==> config.mk <==
export PLATFORM = sky130hd
export DESIGN_NAME = wp_threshold_guard
export DESIGN_NICKNAME = d
export VERILOG_FILES = /design/src/rtl/wpg_pkg.sv /design/src/rtl/wpg_decode.sv /design/src/rtl/wpg_state.sv /design/src/rtl/wpg_compare.sv /design/src/rtl/wp_threshold_guard.sv
export SDC_FILE = /design/constraint.sdc
export NUM_CORES = 1
export LEC_CHECK = 0
export BUFFER_PORTS_ARGS = -buffer_cell sky130_fd_sc_hd__clkbuf_2
export CORE_ASPECT_RATIO = 1.4
export CORE_MARGIN = 10
export CORE_UTILIZATION = 44
export DETAILED_ROUTE_END_ITERATION = 8
export GPL_TIMING_DRIVEN = 1
export PLACE_DENSITY = 0.81
export SLEW_MARGIN = 25
export SYNTH_ARGS = -nofsm -noshare
export SYNTH_HDL_FRONTEND = slang
export SYNTH_SLANG_ARGS = --single-unit
==> constraint.sdc <==
create_clock -name clk -period 1.4 [get_ports clk]
set_input_delay 0.14 -clock clk [delete_from_list [all_inputs] [get_ports clk]]
set_output_delay 0.14 -clock clk [all_outputs]
set_load 0.01 [all_outputs]
==> src/rtl/wpg_pkg.sv <==
`timescale 1ns/1ps
package wpg_pkg;

    localparam int unsigned DEF_ADDR_W = 7;
    localparam int unsigned OP_W       = 2;

    typedef enum logic [OP_W-1:0] {
        OPC_ZERO = 2'b00,
        OPC_LOAD = 2'b01,
        OPC_READ = 2'b10,
        OPC_WIPE = 2'b11
    } opc_e;

    typedef enum logic [2:0] {
        PK_NONE,
        PK_READ,
        PK_ARM,
        PK_WIPE,
        PK_LOAD,
        PK_LOCK
    } pkind_e;

    typedef struct packed {
        pkind_e kind;
        logic   writes;   // command is write-type (needs arm for load/wipe)
    } pcmd_t;

    // Map opcode plus field shape onto a protect command kind.
    function automatic pkind_e classify(
        input opc_e op,
        input logic hi_pair_set,
        input logic all_set,
        input logic all_clear,
        input logic pe
    );
        pkind_e k;
        k = PK_NONE;
        case (op)
            OPC_READ: k = PK_READ;
            OPC_LOAD: if (pe) k = PK_LOAD;
            OPC_WIPE: if (pe && all_set) k = PK_WIPE;
            OPC_ZERO: begin
                if (pe && hi_pair_set)    k = PK_ARM;
                else if (pe && all_clear) k = PK_LOCK;
            end
            default: k = PK_NONE;
        endcase
        return k;
    endfunction

endpackage

==> src/rtl/wpg_decode.sv <==
`timescale 1ns/1ps
module wpg_decode
    import wpg_pkg::*;
#(
    parameter int unsigned ADDR_W  = DEF_ADDR_W,
    localparam int unsigned FIELD_W = ADDR_W + 1
) (
    input  logic               strobe,
    input  logic               sel_active,
    input  logic               prot_sel,
    input  logic [OP_W-1:0]    op,
    input  logic [FIELD_W-1:0] field,
    input  logic               pe,
    output pcmd_t              cmd
);

    logic   live;
    logic   hi_pair;
    logic   ones;
    logic   zeros;
    pkind_e kind;

    assign live    = strobe && sel_active && prot_sel;
    assign hi_pair = &field[FIELD_W-1 -: 2];
    assign ones    = &field;
    assign zeros   = ~|field;

    always_comb begin
        kind = PK_NONE;
        if (live) begin
            kind = classify(opc_e'(op), hi_pair, ones, zeros, pe);
        end
        cmd.kind   = kind;
        cmd.writes = (kind == PK_LOAD) || (kind == PK_WIPE);
    end

endmodule

==> src/rtl/wpg_state.sv <==
`timescale 1ns/1ps
module wpg_state
    import wpg_pkg::*;
#(
    parameter int unsigned ADDR_W = DEF_ADDR_W
) (
    input  logic              clk,
    input  logic              rst,
    input  logic              sel_active,
    input  pcmd_t             cmd,
    input  logic [ADDR_W-1:0] load_addr,
    output logic [ADDR_W-1:0] thresh_q,
    output logic              lock_q,
    output logic              armed_q,
    output logic              ack_q,
    output logic              rdv_q,
    output logic [ADDR_W-1:0] rd_q
);

    localparam logic [ADDR_W-1:0] TOP_ADDR = '1;

    logic accept;

    always_comb begin
        accept = 1'b0;
        case (cmd.kind)
            PK_READ:          accept = 1'b1;
            PK_ARM, PK_LOCK:  accept = !lock_q;
            PK_LOAD, PK_WIPE: accept = cmd.writes && armed_q && !lock_q;
            default:          accept = 1'b0;
        endcase
    end

    always_ff @(posedge clk) begin
        if (rst) begin
            thresh_q <= TOP_ADDR;
            lock_q   <= 1'b0;
            armed_q  <= 1'b0;
            ack_q    <= 1'b0;
            rdv_q    <= 1'b0;
            rd_q     <= '0;
        end else begin
            ack_q <= accept;
            rdv_q <= (cmd.kind == PK_READ);
            if (cmd.kind == PK_READ) begin
                rd_q <= thresh_q;
            end
            if (accept && cmd.kind == PK_LOAD) begin
                thresh_q <= load_addr;
            end else if (accept && cmd.kind == PK_WIPE) begin
                thresh_q <= TOP_ADDR;
            end
            if (accept && cmd.kind == PK_LOCK) begin
                lock_q <= 1'b1;
            end
            if (!sel_active || (accept && cmd.kind == PK_LOCK)) begin
                armed_q <= 1'b0;
            end else if (accept && cmd.kind == PK_ARM) begin
                armed_q <= 1'b1;
            end
        end
    end

endmodule

==> src/rtl/wpg_compare.sv <==
`timescale 1ns/1ps
module wpg_compare
    import wpg_pkg::*;
#(
    parameter int unsigned ADDR_W = DEF_ADDR_W
) (
    input  logic [ADDR_W-1:0] query,
    input  logic [ADDR_W-1:0] thresh,
    output logic              hit
);

    assign hit = (query >= thresh);

endmodule

==> src/rtl/wp_threshold_guard.sv <==
`timescale 1ns/1ps
module wp_threshold_guard
    import wpg_pkg::*;
#(
    parameter int unsigned ADDR_W  = DEF_ADDR_W,
    localparam int unsigned FIELD_W = ADDR_W + 1
) (
    input  logic               clk,
    input  logic               rst,
    input  logic               sel_active,
    input  logic               cmd_valid,
    input  logic               cmd_prot,
    input  logic [OP_W-1:0]    cmd_op,
    input  logic [FIELD_W-1:0] cmd_field,
    input  logic               pe_level,
    input  logic [ADDR_W-1:0]  query_addr,
    output logic               query_prot,
    output logic               cmd_ack,
    output logic               rd_valid,
    output logic [ADDR_W-1:0]  rd_addr
);

    pcmd_t             dec_cmd;
    logic [ADDR_W-1:0] thresh_q;
    logic              lock_q;
    logic              armed_q;

    wpg_decode #(.ADDR_W(ADDR_W)) u_decode (
        .strobe     (cmd_valid),
        .sel_active (sel_active),
        .prot_sel   (cmd_prot),
        .op         (cmd_op),
        .field      (cmd_field),
        .pe         (pe_level),
        .cmd        (dec_cmd)
    );

    wpg_state #(.ADDR_W(ADDR_W)) u_state (
        .clk        (clk),
        .rst        (rst),
        .sel_active (sel_active),
        .cmd        (dec_cmd),
        .load_addr  (cmd_field[ADDR_W-1:0]),
        .thresh_q   (thresh_q),
        .lock_q     (lock_q),
        .armed_q    (armed_q),
        .ack_q      (cmd_ack),
        .rdv_q      (rd_valid),
        .rd_q       (rd_addr)
    );

    wpg_compare #(.ADDR_W(ADDR_W)) u_compare (
        .query  (query_addr),
        .thresh (thresh_q),
        .hit    (query_prot)
    );

endmodule

==> results of run 1 <==
-- area by class of cell --
class	instances	area, sq um
Clock buffer	4	36.3
Fill cell	176	744
Inverter	8	30.0
Multi-Input combinational cell	73	637
Sequential cell	18	364
Tap cell	22	27.5
Timing Repair Buffer	54	338
-- kinds of logic (layout without fill, tap and decap cells) --
kind of cell | Yosys count | count (layout) | synth area share
muxes | 8 | 8 | 0.0856
adders and majority gates | 7 | 7 | 0.0882
buffers and inverters | 10 | 66 | 0.0466
and+or+nand+nor | 35 | 35 | 0.209
DFF | 18 | 18 | 0.363
AOI/OAI and AO/OA | 23 | 23 | 0.208
-- synth_stat cells (2+ instances only) --
| master | instances |
|---|---|
| dfxtp_1 | 18 |
| nor2_1 | 11 |
| inv_1 | 8 |
| ha_1 | 7 |
| mux2i_1 | 7 |
| o32a_1 | 7 |
| a21oi_1 | 4 |
| nand2_1 | 4 |
| nand2b_1 | 3 |
| nor3_1 | 3 |
| a21o_1 | 2 |
| nand3_1 | 2 |
| nand3_2 | 2 |
| nand4_1 | 2 |
| o31ai_1 | 2 |
-- state kept, by name, indices dropped and copies added (netlist names) --
register          cells
u_state.rd_q          7
u_state.thresh_q      7
u_state.ack_q         1
u_state.armed_q       1
u_state.lock_q        1
u_state.rdv_q         1
-- through the flow --
| stage | cells | instance area [sq um] | util | setup TNS [ns] | hold WS [ns] |
|---|---|---|---|---|---|
| finish | 179 | 1430 | 0.658 | -0.453 | 0.0664 |
| global placement | 175 | 1370 | 0.631 | -1.32 | 0.389 |
| global route | 179 | 1430 | 0.658 | -0.538 | 0.0904 |
| detailed placement | 175 | 1370 | 0.631 | -1.95 | 0.392 |
| floorplan | 101 | 1020 | - | -0.0426 | 0.269 |
| CTS | 179 | 1430 | 0.657 | -0.480 | 0.0688 |
-- critical path, cell delays in order, from the launching register on --
cell and delay [ns]:
dfxtp_2 0.37, ha_4 0.19, nand2b_4 0.12, a21o_1 0.15
a21o_1 0.17, a211oi_2 0.20, o31ai_2 0.07, clkbuf_2 0.13
-- per-layer routing --
| layer | wire length, microns | global-route usage | up-vias | share of wire |
|---|---|---|---|---|
| met5 | 0 | 0 | - | 0 |
| met4 | 83 | 0.0923 | 0 | 0.031 |
| met3 | 224 | 0.0400 | 10 | 0.083 |
| met2 | 1340 | 0.189 | 35 | 0.50 |
| met1 | 1050 | 0.129 | 470 | 0.39 |
| li1 | - | - | 489 | - |
-- layout by cell type (no fill, tap or decap), drive strengths merged, types with 2 or more instances in the layout --
cell / n
a21oi: 4
o31ai: 2
nand3b: 2
clkbuf: 36
mux2i: 7
nor4: 2
nor4b: 2
nand3: 4
nor3: 3
nand4: 2
inv: 8
a21o: 2
nor2: 12
ha: 7
nand2b: 3
o32a: 7
nand2: 4
dfxtp: 18
buf: 22
-- path summary, 6_finish.rpt --
path                        from                   to  slack (ns)  cells past startpoint
min reg2reg      u_state.rd_q[5]      u_state.rd_q[5]        0.51                      2
min                   sel_active      u_state.armed_q        0.07                      3
max          u_state.thresh_q[0]           query_prot       -0.45                      7
max reg2reg       u_state.lock_q  u_state.thresh_q[4]        0.11                      4
-- power breakdown --
| group | internal (mW) | total, mW | switching, mW | leakage [nW] |
|---|---|---|---|---|
| clock | 0.159 | 0.329 | 0.170 | 0.0210 |
| combinational | 0.0870 | 0.167 | 0.0797 | 0.525 |
| sequential | 0.517 | 0.519 | 0.00229 | 0.145 |
| total | 0.763 | 1.01 | 0.252 | 0.691 |
-- timing repair --
| item | 4_1_cts | 5_1_grt |
|---|---|---|
| setup buffers | 0 | 0 |
| gates resized for setup | 2 | 2 |
| cloned | 0 | 0 |
| setup endpoints to repair | 1 | 8 |
==> results.yml, run 1 <==
placed_design:
  pre_cts_ws_ns: -0.263
  dp_hpwl_microns: 2190
  io_buffer_count: 32
  gp_congestion: 0.867
critical_path:
  start_kind: "flop"
  cp.arrival_ns: 1.71
  crit_fanout: 2
  crit_path_end_kind: "output pin"
  critPathKind: "reg2out"
  worstPathRequired_ns: 1.26
routing:
  finalWirelength_microns: 2700
  wl_per_cell_microns: 15.1
  drtIter0Drc: 25
  drc: 0
  antenna_left: 0
  route.vias.total: 1004
  vias_per_cell: 5.61
  drt_first_pass_iters: 4
yosys:
  synth_top_cell_by_area: "dfxtp_1"
  synthCells: 101
  syn_area_sq_um: 993
  yosys-top-cells-area: "dfxtp_1 36%, ha_1 8.8%, mux2i_1 7.1%"
  yosys_warnings: 0
  synth-edff-count: 0
  syn_avg_cell_area_sq_um: 9.84
  ys.flop_type: "dfxtp_1"
  postSynth.asyncResetShare: 0
  synth_seq_cells: 18
  synth_top_area_frac: 0.363
  synthDistinctLibCells: 34
  yosysSeqAreaShare: 0.363
  syn-num-nets: 131
cts:
  cts-root-buf: "clkbuf_4"
  cts_made_buffers: 3
  clkTransAtPathRegs_ns: 0.11
  cts_tree: "done"
  cts_sinks: 18
  insertion_delay_ns: 0.30
  cts.path.max_buffers: 2
  htreeDepth: 1
  postCtsHoldBufs: 0
sta:
  slew_headroom: 0.795
  max_freq_mhz: 540
  period_minus_slack_ns: 1.85
  rsz0062_at_grt: "true"
  finalCritPeriodShare: 1.32
  setup_viol: 1
  final-max-slew-violation-count: 0
  tightest_slew_ns: 0.308
  finalHoldViolCount: 0
  setup_slack_ns: -0.453
  clock_skew_ns: 0.00431
job:
  cap_violations: 0
outcome:
  violations: "setup timing"
  status: "finished with violations"
global_routing:
  grt_pass1_wl_microns: 4550
  antenna_found_initial: 0
  first_global_vias: 1076
  grt_start_max_net_pins: 11
  grt_use_total: 0.122
  grt_overflow: 0
floorplanning:
  rows: 20
  start_util: 0.456
  ios: 33
  die_area_sq_mm: 0.00459
  dieWidth_microns: 60.2
  die_h_microns: 76.2
  core-area_sq_mm: 0.00218
power_and_ir_drop:
  ir_worst_vdd_mv: 0.489
  power.total_mw: 1.01
  power.density_mw_per_mm2: 708
  p_leak_nw: 0.691
finish:
  nNetsFinal: 188
  antenna_cells: 0
  layout-drive-gt1-share: 0.490
  syn_to_final_growth_pct: 44.2
min_path:
  hp-class: "in2reg"
(Power assumes the default switching activity.)
==> inputs of run 2 (changes only) <==
--- a/config.mk
+++ b/config.mk
@@ -12,6 +12,7 @@
 export DETAILED_ROUTE_END_ITERATION = 8
 export GPL_TIMING_DRIVEN = 1
 export PLACE_DENSITY = 0.81
+export REMOVE_ABC_BUFFERS = 1
 export SLEW_MARGIN = 25
 export SYNTH_ARGS = -nofsm -noshare
 export SYNTH_HDL_FRONTEND = slang
==> constraint.sdc (replaced) <==
create_clock -name clk -period 1.7 [get_ports clk]
set_input_delay 0.17 -clock clk [delete_from_list [all_inputs] [get_ports clk]]
set_output_delay 0.17 -clock clk [all_outputs]
set_load 0.01 [all_outputs]
==> run 2 against run 1 <==
The flow still finishes with violations (setup timing). Design area shrank 11%. Power is 26% lower. Clock-buffer cell count decreased by 1. Worst hold slack improved by 0.050 ns. Sequential share of layout area rose by 3.1 points. Largest cell class unchanged. Largest power group unchanged.
==> results.yml, run 2 (synthesized netlist as in run 1, its figures left out) <==
floorplanning:
  rows: 20
  die_h_microns: 76.2
  dieWidth_microns: 60.2
  core-area_sq_mm: 0.00218
  start_util: 0.456
  die_area_sq_mm: 0.00459
  ios: 33
finish:
  top_regs: "u_state.rd_q (7), u_state.thresh_q (7)"
  layout_common_cells: "32 x clkbuf_2, 16 x dfxtp_1, 11 x nor2_1"
  layout_commonest_cell: "clkbuf_2"
  layout-drive-gt1-share: 0.421
  antenna_cells: 0
  nNetsFinal: 172
  fin_util: 0.584
  syn_to_final_growth_pct: 28.1
sta:
  setup_viol: 1
  rsz0062_at_grt: "true"
  period_minus_slack_ns: 1.86
  finalCritPeriodShare: 1.09
  final-max-slew-violation-count: 0
  tightest_slew_ns: 0.290
  finalHoldViolCount: 0
  slew_headroom: 0.807
  max_freq_mhz: 539
  holdWs_ns: 0.117
  setup_slack_ns: -0.156
  clock_skew_ns: 0.00421
cts:
  insertion_delay_ns: 0.29
  cts-root-buf: "clkbuf_4"
  cts_sinks: 18
  htreeDepth: 1
  cts.path.max_buffers: 2
  cts_made_buffers: 3
  cts_tree: "done"
  postCtsHoldBufs: 0
  clkTransAtPathRegs_ns: 0.10
critical_path:
  worstPathRequired_ns: 1.53
  start_kind: "flop"
  r2r_cells: 4
  critPathMaxStageDelay_ns: 0.37
  startpoint: "u_state.thresh_q[0]"
  r2r_start: "u_state.lock_q"
  crit_path_end_kind: "output pin"
  r2r_setup_slack_ns: 0.28
  worst_path_max_delay_cell: "dfxtp_2"
  endpoint: "query_prot"
  cp_cell_sequence: "ha_4, nand2b_4, a21o_1, a21o_1, a211oi_2, o31ai_1, clkbuf_2"
  critPathKind: "reg2out"
  cp.arrival_ns: 1.69
  crit_fanout: 2
  r2r_end: "u_state.thresh_q[1]"
  critPathMostFrequentCell: "a21o_1"
power_and_ir_drop:
  internal_power_mw: 0.558
  p_seq_frac: 0.569
  power.total_mw: 0.750
  p_comb_frac: 0.146
  ir_worst_vdd_mv: 0.432
  p_sw_mw: 0.192
  power.density_mw_per_mm2: 590
  p_clk_frac: 0.284
  switching_share: 0.256
  p_leak_nw: 0.593
routing:
  antenna_left: 0
  drtIter0Drc: 64
  vias_per_cell: 6.00
  drc: 0
  finalWirelength_microns: 2720
  route.vias.total: 972
  drt_first_pass_iters: 4
  wl_per_cell_microns: 16.8
global_routing:
  antenna_found_initial: 0
  grt_use_total: 0.116
  first_global_vias: 1029
  grt_overflow: 0
  grt_start_max_net_pins: 13
  grt_pass1_wl_microns: 4330
min_path:
  hp-class: "in2reg"
placed_design:
  io_buffer_count: 32
  gp_congestion: 0.895
  dp_hpwl_microns: 2150
job:
  cap_violations: 0
outcome:
  status: "finished with violations"
  violations: "setup timing"
## run 2: cell types whose count changed in the layout (fill, tap and decap cells not counted), sizes merged
cell / previous run / this run
buf: 22 / 6
clkbuf: 36 / 35
## run 2: worst min-delay path by stage
stage | cells past startpoint | slack, ns | start | to
floorplan | 1 | 0.24 | rst | u_state.rd_q[0]
global placement | 3 | 0.43 | sel_active | u_state.armed_q
detailed placement | 3 | 0.43 | sel_active | u_state.armed_q
CTS | 3 | 0.12 | sel_active | u_state.armed_q
global route | 2 | 0.13 | cmd_field[4] | u_state.thresh_q[4]
finish | 3 | 0.12 | sel_active | u_state.armed_q
## run 2: area by class of cell
cell class / instances / area (sq um)
Clock buffer: 3 / 22.5
Sequential cell: 18 / 363
Inverter: 8 / 30.0
Tap cell: 22 / 27.5
Multi-Input combinational cell: 73 / 624
Timing Repair Buffer: 38 / 205
Fill cell: 171 / 905
## run 2: worst max-delay path: cells and delay by family, from the launching register on
family | cells | cell delay [ns]
AOI/OAI and AO/OA | 4 | 0.56
DFF | 1 | 0.37
adders and majority gates | 1 | 0.20
and+or+nand+nor | 1 | 0.13
buffers and inverters | 1 | 0.13
## run 2: metrics by stage
stage | std cells | setup slack, ns | setup TNS (ns) | cell area, sq um
6_report | 162 | -0.156 | -0.156 | 1270
5_1_grt | 162 | -0.205 | -0.205 | 1270
4_1_cts | 162 | -0.141 | -0.141 | 1270
3_5_place_dp | 158 | 0.00399 | 0 | 1200
3_3_place_gp | 158 | 0.0463 | 0 | 1200
2_1_floorplan | 99 | 0.172 | 0 | 977
## run 2: power groups by stage
| stage | registers, mW | logic (mW) | clock network (mW) |
|---|---|---|---|
| 2_1_floorplan | 0.439 | 0.0396 | 0 |
| 3_3_place_gp | 0.437 | 0.0964 | 0 |
| 3_5_place_dp | 0.437 | 0.100 | 0 |
| 4_1_cts | 0.427 | 0.108 | 0.212 |
| 5_1_grt | 0.428 | 0.119 | 0.234 |
| 6_report | 0.427 | 0.110 | 0.213 |
## run 2: metal layers
metal,GRT usage,vias up,part of all wire
met5,0,-,0
met4,0.0495,0,0.028
met3,0.0317,12,0.082
met2,0.207,52,0.51
met1,0.118,454,0.38
li1,-,454,-
## run 2: timing repair
action                                  4_1_cts  5_1_grt
pin swaps                                     5        0
gates resized for setup                       7        0
buffers inserted                              1        0
endpoints found under the setup margin        1        1
==> inputs of run 3 (changes only) <==
--- a/config.mk
+++ b/config.mk
@@ -5,13 +5,14 @@
 export SDC_FILE = /design/constraint.sdc
 export NUM_CORES = 1
 export LEC_CHECK = 0
+export ABC_AREA = 1
 export BUFFER_PORTS_ARGS = -buffer_cell sky130_fd_sc_hd__clkbuf_2
 export CORE_ASPECT_RATIO = 1.4
 export CORE_MARGIN = 10
-export CORE_UTILIZATION = 44
+export CORE_UTILIZATION = 45
 export DETAILED_ROUTE_END_ITERATION = 8
 export GPL_TIMING_DRIVEN = 1
-export PLACE_DENSITY = 0.81
+export PLACE_DENSITY = 0.72
 export REMOVE_ABC_BUFFERS = 1
 export SLEW_MARGIN = 25
 export SYNTH_ARGS = -nofsm -noshare
==> run 3 against run 2 <==
The flow still finishes with violations (setup timing). Wire length decreased by 14%. Global-route usage down 1.1 points. Clock skew fell by 0.00080 ns. Power fell by 4.4%. Worst setup slack worse by 0.054 ns. Flip-flop and latch count unchanged. Die area grew 3.7%. Final cell count up 31%. Utilization is 1.6 points lower. Largest power group unchanged.
==> results.yml, run 3 <==
finish:
  syn_to_final_growth_pct: 18.4
  fin_util: 0.569
  layout-drive-gt1-share: 0.263
  layout_common_cells: "33 x nand2_1, 32 x clkbuf_2, 28 x inv_1, 17 x dfxtp_1, 16 x a21oi_1"
  antenna_cells: 0
  fin_area_sq_mm: 0.00127
  top_regs: "u_state.rd_q (7), u_state.thresh_q (7)"
  nNetsFinal: 222
  layout_commonest_cell: "nand2_1"
yosys:
  synthCells: 157
  synthDistinctLibCells: 22
  synth_seq_cells: 18
  ys.flop_type: "dfxtp_1"
  yosysSeqAreaShare: 0.337
  syn_avg_cell_area_sq_um: 6.81
  yosys-top-cells-area: "dfxtp_1 34%, nand2_1 12%, inv_1 10%"
  syn_area_sq_mm: 0.00107
  synth-edff-count: 0
  synth_top_cell_by_area: "dfxtp_1"
  yosys_warnings: 0
  yosysMostFrequentCell: "nand2_1"
  synth_common_cells: "33 x nand2_1, 29 x inv_1, 18 x dfxtp_1, 16 x a21oi_1, 13 x nand3_1"
  synth_top_area_frac: 0.337
  postSynth.asyncResetShare: 0
sta:
  final-max-slew-violation-count: 0
  slew_headroom: 0.813
  max_freq_mhz: 524
  clock_skew_ns: 0.00341
  finalHoldViolCount: 0
  period_minus_slack_ns: 1.91
  finalSetupTns_ns: -0.209
  setup_viol: 1
  finalCritPeriodShare: 1.12
  tightest_slew_ns: 0.280
  setup_slack_ns: -0.209
  rsz0062_at_grt: "true"
critical_path:
  crit_fanout: 2
  critPathKind: "reg2out"
  cp_num_buf_inv: 2
  worst_path_max_delay_cell: "dfxtp_2"
  r2r_cells: 4
  start_kind: "flop"
  critPathMaxStageDelay_ns: 0.34
  r2r_end: "u_state.thresh_q[4]"
  worstPathRequired_ns: 1.53
  r2r_start: "u_state.lock_q"
  r2r_setup_slack_ns: 0.77
  crit_path_end_kind: "output pin"
  crit_family: "compound AO/OA/AOI/OAI gates"
  cp.arrival_ns: 1.74
  cp_cell_sequence: "inv_2, ha_1, a21boi_1, o21ai_1, a21boi_1, o21ai_1, a21boi_1, o21ai_1, nand2_1, clkbuf_2"
floorplanning:
  die_h_microns: 77.7
  dieWidth_microns: 61.2
  ios: 33
  start_util: 0.480
  core-area_sq_mm: 0.00223
  die_area_sq_mm: 0.00476
  rows: 20
cts:
  cts_setup_buffers: 0
  cts.path.max_buffers: 2
  cts_sinks: 18
  htreeDepth: 1
  insertion_delay_ns: 0.28
  clkTransAtPathRegs_ns: 0.09
  cts_made_buffers: 3
  postCtsHoldBufs: 0
  cts_tree: "done"
  cts-root-buf: "clkbuf_4"
global_routing:
  antenna_found_initial: 0
  grt_pass1_wl_microns: 3990
  first_global_vias: 1054
  grt_overflow: 0
  grt_use_total: 0.105
  grt_start_max_net_pins: 14
power_and_ir_drop:
  power.density_mw_per_mm2: 566
  ir_worst_vdd_mv: 0.260
  p_leak_nw: 0.714
outcome:
  violations: "setup timing"
  status: "finished with violations"
routing:
  drc: 0
  wl_per_cell_microns: 11.0
  vias_per_cell: 4.83
  drtIter0Drc: 27
  route.vias.total: 1023
  drt_first_pass_iters: 4
  antenna_left: 0
  finalWirelength_microns: 2340
placed_design:
  io_buffer_count: 32
  dp_hpwl_microns: 2020
  gp_congestion: 0.754
  pre_cts_ws_ns: -0.0532
  postPlaceCellArea_sq_mm: 0.00124
job:
  cap_violations: 0
min_path:
  min_to: "u_state.armed_q"
  holdPathStages: 3
  hp-class: "in2reg"
  hp-start: "sel_active"
==> run 3: cell types whose count changed after synthesis, moves of 3 or more <==
cell,delta
o21ai_0,+7
nand2_1,+29
nor3_1,-3
o32a_1,-7
nand3_1,+11
a21oi_1,+12
inv_1,+21
nand2_2,+5
a21boi_0,+3
nand2b_1,-3
mux2i_1,-7
==> run 3: metal layers <==
metal	wire length, microns	up-vias	global-route usage
met4	41	0	0.0734
met1	980	434	0.0975
met2	1160	26	0.189
met5	0	-	0
li1	-	561	-
met3	156	2	0.0228
==> run 3: how the worst max path moves through the flow <==
stage / depth (start not counted) / from / slack [ns] / endpoint
2_1_floorplan: 9 / u_state.thresh_q[1] / 0.18 / query_prot
3_3_place_gp: 10 / u_state.thresh_q[1] / -0.01 / query_prot
3_5_place_dp: 10 / u_state.thresh_q[1] / -0.05 / query_prot
4_1_cts: 10 / u_state.thresh_q[1] / -0.23 / query_prot
5_1_grt: 10 / u_state.thresh_q[1] / -0.38 / query_prot
6_report: 10 / u_state.thresh_q[1] / -0.21 / query_prot
==> run 3: logic make-up (layout without fill, tap and decap cells) <==
group | Yosys count | after routing | share of synthesized area
flip-flops | 18 | 18 | 0.337
adder cells (fa/ha/maj) | 7 | 7 | 0.0819
AO/OA/AOI/OAI | 30 | 30 | 0.158
buffers and inverters | 35 | 68 | 0.133
AND/OR/NAND/NOR | 67 | 67 | 0.290
==> run 3: area by class of cell <==
cell class / instances / area (sq um)
Fill cell: 241 / 961
Tap cell: 22 / 27.5
Inverter: 33 / 128
Multi-Input combinational cell: 104 / 567
Clock buffer: 3 / 22.5
Timing Repair Buffer: 32 / 160
Sequential cell: 18 / 362
==> run 3: stage by stage <==
| stage | hold WS [ns] | cells | power [mW] |
|---|---|---|---|
| floorplan | 0.239 | 155 | 0.478 |
| global placement | 0.421 | 209 | 0.520 |
| detailed placement | 0.422 | 209 | 0.524 |
| CTS | 0.112 | 212 | 0.728 |
| global route | 0.159 | 212 | 0.759 |
| finish | 0.122 | 212 | 0.717 |
==> run 3: what timing repair did <==
| action | in CTS | in global routing |
|---|---|---|
| resized for setup | 8 | 0 |
| cloned | 0 | 0 |
| endpoints found under the setup margin | 1 | 1 |
==> run 3: tightest hold or removal path: cells and delay by family <==
family / cells / cell delay (ns)
buffers and inverters: 1 / 0.09
AND/OR/NAND/NOR: 2 / 0.11
==> run 3: power by group <==
part           leakage [nW]  total [mW]  switching (mW)  internal [mW]
sequential            0.145       0.427         0.00186          0.426
clock                0.0138       0.202           0.120         0.0823
combinational         0.555      0.0874          0.0495         0.0378
